==> src/rtl/ctx_pkg.sv <==
package ctx_pkg;
  typedef enum logic [1:0] {
    TH_IDLE  = 2'd0,
    TH_READY = 2'd1,
    TH_RUN   = 2'd2,
    TH_WAIT  = 2'd3
  } th_state_e;
endpackage

==> src/rtl/ctx_rr_pick.sv <==
module ctx_rr_pick #(
  parameter int NTHR = 4,
  localparam int TIDW = $clog2(NTHR)
) (
  input  logic [NTHR-1:0] req,
  input  logic [TIDW-1:0] last,
  output logic            found,
  output logic [TIDW-1:0] idx
);
  always_comb begin
    found = 1'b0;
    idx   = last;
    for (int k = 1; k <= NTHR; k++) begin
      logic [TIDW-1:0] cand;
      cand = TIDW'((int'(last) + k) % NTHR);
      if (!found && req[cand]) begin
        found = 1'b1;
        idx   = cand;
      end
    end
  end
endmodule

==> src/rtl/ctx_thread_tbl.sv <==
module ctx_thread_tbl
  import ctx_pkg::*;
#(
  parameter int NTHR = 4,
  parameter int PCW  = 11,
  localparam int TIDW = $clog2(NTHR)
) (
  input  logic                      clk,
  input  logic                      rst,
  input  logic                      ld_valid,
  input  logic [TIDW-1:0]           ld_tid,
  input  logic [PCW-1:0]            ld_pc,
  input  logic                      done_valid,
  input  logic [TIDW-1:0]           done_tid,
  input  logic [TIDW-1:0]           cur,
  input  logic                      mreq_g,
  input  logic                      yld_g,
  input  logic                      step_g,
  input  logic                      launch,
  input  logic [TIDW-1:0]           sel_idx,
  output logic [NTHR-1:0]           ready,
  output logic [NTHR-1:0][PCW-1:0]  pcs
);
  for (genvar t = 0; t < NTHR; t++) begin : g_thr
    th_state_e      st;
    logic [PCW-1:0] pc;
    logic           is_cur;

    assign is_cur   = (cur == TIDW'(t));
    assign ready[t] = (st == TH_READY);
    assign pcs[t]   = pc;

    always_ff @(posedge clk) begin
      if (rst) begin
        st <= TH_IDLE;
        pc <= '0;
      end else begin
        unique case (st)
          TH_IDLE: if (ld_valid && ld_tid == TIDW'(t)) begin
            st <= TH_READY;
            pc <= ld_pc;
          end
          TH_WAIT: if (done_valid && done_tid == TIDW'(t)) st <= TH_READY;
          TH_RUN: if (is_cur) begin
            if (mreq_g) begin
              st <= TH_WAIT;
              pc <= pc + 1'b1;
            end else if (yld_g) begin
              st <= TH_READY;
              pc <= pc + 1'b1;
            end else if (step_g) begin
              pc <= pc + 1'b1;
            end
          end
          default: ;
        endcase
        if (launch && sel_idx == TIDW'(t)) st <= TH_RUN;
      end
    end
  end
endmodule

==> src/rtl/ctx_regfile.sv <==
module ctx_regfile #(
  parameter int DW = 32,
  parameter int AW = 7,
  localparam int DEPTH = 1 << AW
) (
  input  logic          clk,
  input  logic          we,
  input  logic [AW-1:0] waddr,
  input  logic [DW-1:0] wdata,
  input  logic [AW-1:0] raddr,
  output logic [DW-1:0] rdata
);
  logic [DW-1:0] mem [DEPTH];

  always_ff @(posedge clk) begin
    if (we) mem[waddr] <= wdata;
    rdata <= mem[raddr];
  end
endmodule

==> src/rtl/ctx_sched.sv <==
module ctx_sched #(
  parameter int NTHR     = 4,
  parameter int PCW      = 11,
  parameter int DW       = 32,
  parameter int REGS_PER = 32,
  localparam int TIDW = $clog2(NTHR),
  localparam int LAW  = $clog2(REGS_PER),
  localparam int GAW  = TIDW + LAW
) (
  input  logic            clk,
  input  logic            rst,
  input  logic            ld_valid,
  input  logic [TIDW-1:0] ld_tid,
  input  logic [PCW-1:0]  ld_pc,
  input  logic            mdone_valid,
  input  logic [TIDW-1:0] mdone_tid,
  input  logic            mreq,
  input  logic            yld,
  input  logic            step,
  output logic            run_valid,
  output logic [TIDW-1:0] run_tid,
  output logic [PCW-1:0]  fetch_pc,
  input  logic [GAW-1:0]  rd_addr,
  input  logic            rd_glb,
  output logic [DW-1:0]   rd_data,
  input  logic            wr_en,
  input  logic [GAW-1:0]  wr_addr,
  input  logic            wr_glb,
  input  logic [DW-1:0]   wr_data
);
  logic                     run_q;
  logic [TIDW-1:0]          cur_q;
  logic                     mreq_g, yld_g, step_g, swap, launch, found;
  logic [TIDW-1:0]          sel_idx;
  logic [NTHR-1:0]          ready, cand;
  logic [NTHR-1:0][PCW-1:0] pcs;
  logic [GAW-1:0]           rd_phys, wr_phys;

  assign mreq_g = run_q & mreq;
  assign yld_g  = run_q & yld & ~mreq;
  assign step_g = run_q & step & ~mreq & ~yld;
  assign swap   = ~run_q | mreq_g | yld_g;
  assign cand   = ready | (yld_g ? (NTHR'(1) << cur_q) : '0);
  assign launch = swap & found;

  ctx_rr_pick #(.NTHR(NTHR)) u_pick (
    .req(cand), .last(cur_q), .found(found), .idx(sel_idx)
  );

  ctx_thread_tbl #(.NTHR(NTHR), .PCW(PCW)) u_tbl (
    .clk(clk), .rst(rst),
    .ld_valid(ld_valid), .ld_tid(ld_tid), .ld_pc(ld_pc),
    .done_valid(mdone_valid), .done_tid(mdone_tid),
    .cur(cur_q), .mreq_g(mreq_g), .yld_g(yld_g), .step_g(step_g),
    .launch(launch), .sel_idx(sel_idx),
    .ready(ready), .pcs(pcs)
  );

  always_ff @(posedge clk) begin
    if (rst) begin
      run_q <= 1'b0;
      cur_q <= '0;
    end else if (launch) begin
      run_q <= 1'b1;
      cur_q <= sel_idx;
    end else if (mreq_g) begin
      run_q <= 1'b0;
    end
  end

  assign run_valid = run_q;
  assign run_tid   = cur_q;
  assign fetch_pc  = pcs[cur_q];

  assign rd_phys = rd_glb ? rd_addr : {cur_q, rd_addr[LAW-1:0]};
  assign wr_phys = wr_glb ? wr_addr : {cur_q, wr_addr[LAW-1:0]};

  ctx_regfile #(.DW(DW), .AW(GAW)) u_rf (
    .clk(clk), .we(wr_en), .waddr(wr_phys), .wdata(wr_data),
    .raddr(rd_phys), .rdata(rd_data)
  );
endmodule

==> config.mk <==
export PLATFORM = sky130hd
export DESIGN_NAME = ctx_sched
export DESIGN_NICKNAME = d
export VERILOG_FILES = /design/src/rtl/ctx_pkg.sv /design/src/rtl/ctx_rr_pick.sv /design/src/rtl/ctx_thread_tbl.sv /design/src/rtl/ctx_regfile.sv /design/src/rtl/ctx_sched.sv
export SDC_FILE = /design/constraint.sdc
export NUM_CORES = 2
export LEC_CHECK = 0
export BUFFER_PORTS_ARGS = -buffer_cell sky130_fd_sc_hd__buf_2
export CORE_MARGIN = 2
export CORE_UTILIZATION = 60
export CTS_BUF_LIST = sky130_fd_sc_hd__clkbuf_8
export CTS_CLUSTER_DIAMETER = 30
export CTS_CLUSTER_SIZE = 16
export DETAILED_ROUTE_END_ITERATION = 6
export GPL_TIMING_DRIVEN = 0
export HOLD_SLACK_MARGIN = 0.12
export MAX_ROUTING_LAYER = met4
export PLACE_DENSITY_LB_ADDON = 0.25
export SLEW_MARGIN = 5
export SYNTH_ARGS = -nofsm -noshare
export SYNTH_HDL_FRONTEND = slang
export SYNTH_HIERARCHICAL = 1
export SYNTH_SLANG_ARGS = --single-unit
export TNS_END_PERCENT = 5
==> constraint.sdc <==
create_clock -name clk -period 6.6 [get_ports clk]
set_input_delay 0.33 -clock clk [delete_from_list [all_inputs] [get_ports clk]]
set_output_delay 0.33 -clock clk [all_outputs]
set_load 0.01 [all_outputs]
==> impl_metrics.ini <==
[timing]
worst_pin_slew_ps = 1570
fin_crit_sh_pct = 81.0
rsz0062_at_grt = false
clock_skew_ps = 65.2
finalSetupViolations = 0
hold_viol = 0
tns_ps = 0
slew_viol_final = 24
post-route-min-period_ps = 5350
fmax_mhz = 187
relSlewSlack_pct = -4.52

[run_status]
violations = design-rule violations, max-capacitance violations, max-slew violations
status = finished with violations

[pwr]
vdd_drop_max_uv = 213
p_leak_nw = 58.2
power_density_mw_per_mm2 = 312

[synth]
syn_inst = 6507
synthFlopType = edfxtp_1
ys_seq_area_share_pct = 77.7
synth_edf_count = 4096
async_reset_ff_share_pct = 0
syn_area_mm2 = 0.161
avgSynthCellArea_um2 = 24.7
ys_seq_elements = 4183
synth_warnings = 6
synth_fp_nets = 6596
synth.distinct_cells = 72

[worst_setup_path]
cp.arrival_ps = 6230
critPathSlowestCell = o21ai_0
crit_fanout = 20
start_kind = flop
max_stage_delay_ps = 1100
cp.required_ps = 7480
crit_type = flop to flop
critPathMostFrequentCell = buf_4
end_kind = flop
crit_chain = buf_2 > inv_1 > o21ai_0 > nand4_1 > nor3_2 > buf_4 > buf_4

[cts]
clkLatencyLatePin_ps = 1230
cts_hold_buf = 100
cts_setup_buffers = 0
clock_path_buffers = 4
cts.sinks = 4183
cts_resized = 0
clkTransAtPathRegs_ps = 70
cts_tree = yes
root_buffer = clkbuf_8
cts_buffers = 644
htreeDepth = 6

[die]
die_area_mm2 = 0.272
fp.dieW_um = 521
core_area_mm2 = 0.266
fp.dieH_um = 521
initial_core_util_pct = 60.5
num_rows = 189
io_pins = 117

[route]
routed_wirelength_mm = 425
ant_nets = 0
vias = 79500
wl_per_cell_um = 36.2
dr.pass1.iters = 7
drc = 1
dr.first_iter.drc_count = 11700
routed_via_density = 6.77

[global_route]
grt_remaining_overflow = 0
first_global_vias = 79000
track_usage_pct = 32.5
grt_max_degree = 106
grt_pass1_wl_mm = 593
antenna_found_initial = 69

[layout]
final_cells = 11800
final_net_count = 7645
drive_above_1_share_pct = 37.4
layout-area-overhead-vs-synth_pct = 16.3

[placed_design]
io_buffers = 107
place_inst = 10300
hpwl_mm = 281
routabilityCongestion = 1.06

[worst_hold_path]
hold_path_class = input pin to flop

[flow_run]
max-cap-violations = 2
per-stage QoR:
| step | setup WS, ps | instance area (µm²) | utilization [%] | power [W] | hold slack (ps) |
|---|---|---|---|---|---|
| 2_1_floorplan | 1880 | 161000 | - | 0.0324 | 402 |
| 3_3_place_gp | -1710 | 165000 | 62.3 | 0.0342 | 466 |
| 3_5_place_dp | 1620 | 171000 | 64.3 | 0.0344 | 476 |
| 4_1_cts | 1600 | 186000 | 70.2 | 0.0583 | 120 |
| 5_1_grt | 1270 | 187000 | 70.3 | 0.0597 | 225 |
| 6_report | 1250 | 187000 | 70.3 | 0.0582 | 191 |
cells in the final DEF (no fill, tap or decap), drive strengths merged, types with 5 or more instances in the layout:
master / instances
o21ai: 20
buf: 443
clkbuf: 858
inv: 203
nand3: 34
mux2: 32
dfxtp: 87
nor2b: 16
dlygate4sd3: 99
nor3: 18
mux2i: 12
clkinv: 206
o211ai: 5
o32ai: 8
a311oi: 9
diode: 115
ha: 18
nand4: 13
o311ai: 6
mux4: 1355
nand2: 64
o31ai: 17
a31oi: 13
nand3b: 6
a21o: 5
nand2b: 15
a21oi: 34
edfxtp: 4096
clkinvlp: 81
nor2: 148
nor4: 7
bufinv: 79
o22ai: 9
a211oi: 15
a22oi: 5
worst paths after layout:
kind	cells past startpoint	to	from	slack, ps
min reg2reg	2	u_tbl/g_thr[3].pc[10]	u_tbl/g_thr[3].pc[10]	490
max	7	u_rf/mem[100][24]	run_tid[1]	1250
min	2	u_rf/mem[98][12]	wr_data[12]	190
max reg2reg	7	u_rf/mem[100][24]	run_tid[1]	1250
registers in the layout (all words and copies together), names as in the netlist:
| signal | count |
|---|---|
| u_tbl/g_thr.st | 8 |
| u_tbl/g_thr.pc | 44 |
| u_rf/rdata | 32 |
| u_rf/mem | 4096 |
| run_tid | 2 |
| run_valid | 1 |
worst max-delay path, delay by kind of cell, from the launching register on:
kind,cells,cell delay (ps)
AND/OR/NAND/NOR,2,1730
buffers and inverters,4,1290
AO/OA/AOI/OAI,1,1100
flip-flops,1,900
synth_stat cells (18+ instances only):
cell type,count,share of area (%)
edfxtp_1,4096,77
mux4_2,1350,19
clkbuf_1,207,0.48
nor2_1,147,0.34
dfxtp_1,87,1.1
buf_2,80,0.25
nand2_1,64,0.15
buf_1,50,0.12
a21oi_1,34,0.11
nand3_1,34,0.11
mux2_2,32,0.22
inv_1,26,0.061
o21ai_0,20,0.062
ha_1,18,0.14
kinds of logic after synthesis:
group	Yosys count	synth area share, %
buf+inv	373	0.975
fa+ha+maj	18	0.140
compound gates	182	0.822
simple gates	352	1.04
flops	4183	77.7
mux	1399	19.3
layout make-up:
class,instances,area (µm²)
clock buffers,651,8960
plain buffers,346,1500
inverters,27,101
fillers,14800,78900
well taps,3533,4420
repair buffers,403,5820
diodes,115,288
multi-input cells,1951,35200
clock inverters,542,5650
flip-flops and latches,4183,125000
power breakdown:
| group | total [W] | switching (W) | internal [W] |
|---|---|---|---|
| clock network | 0.0241 | 0.0112 | 0.0129 |
| registers | 0.0296 | 0.000235 | 0.0294 |
| logic | 0.00440 | 0.00278 | 0.00162 |
layer usage:
| layer | share of wire (%) | global-route usage, % | vias up |
|---|---|---|---|
| met5 | 0 | - | - |
| met4 | 4.7 | 14.0 | 0 |
| met3 | 13 | 8.94 | 814 |
| met2 | 48 | 48.5 | 5354 |
| met1 | 35 | 42.8 | 42400 |
| li1 | - | - | 30900 |
Power figures use the tool's default switching activity.
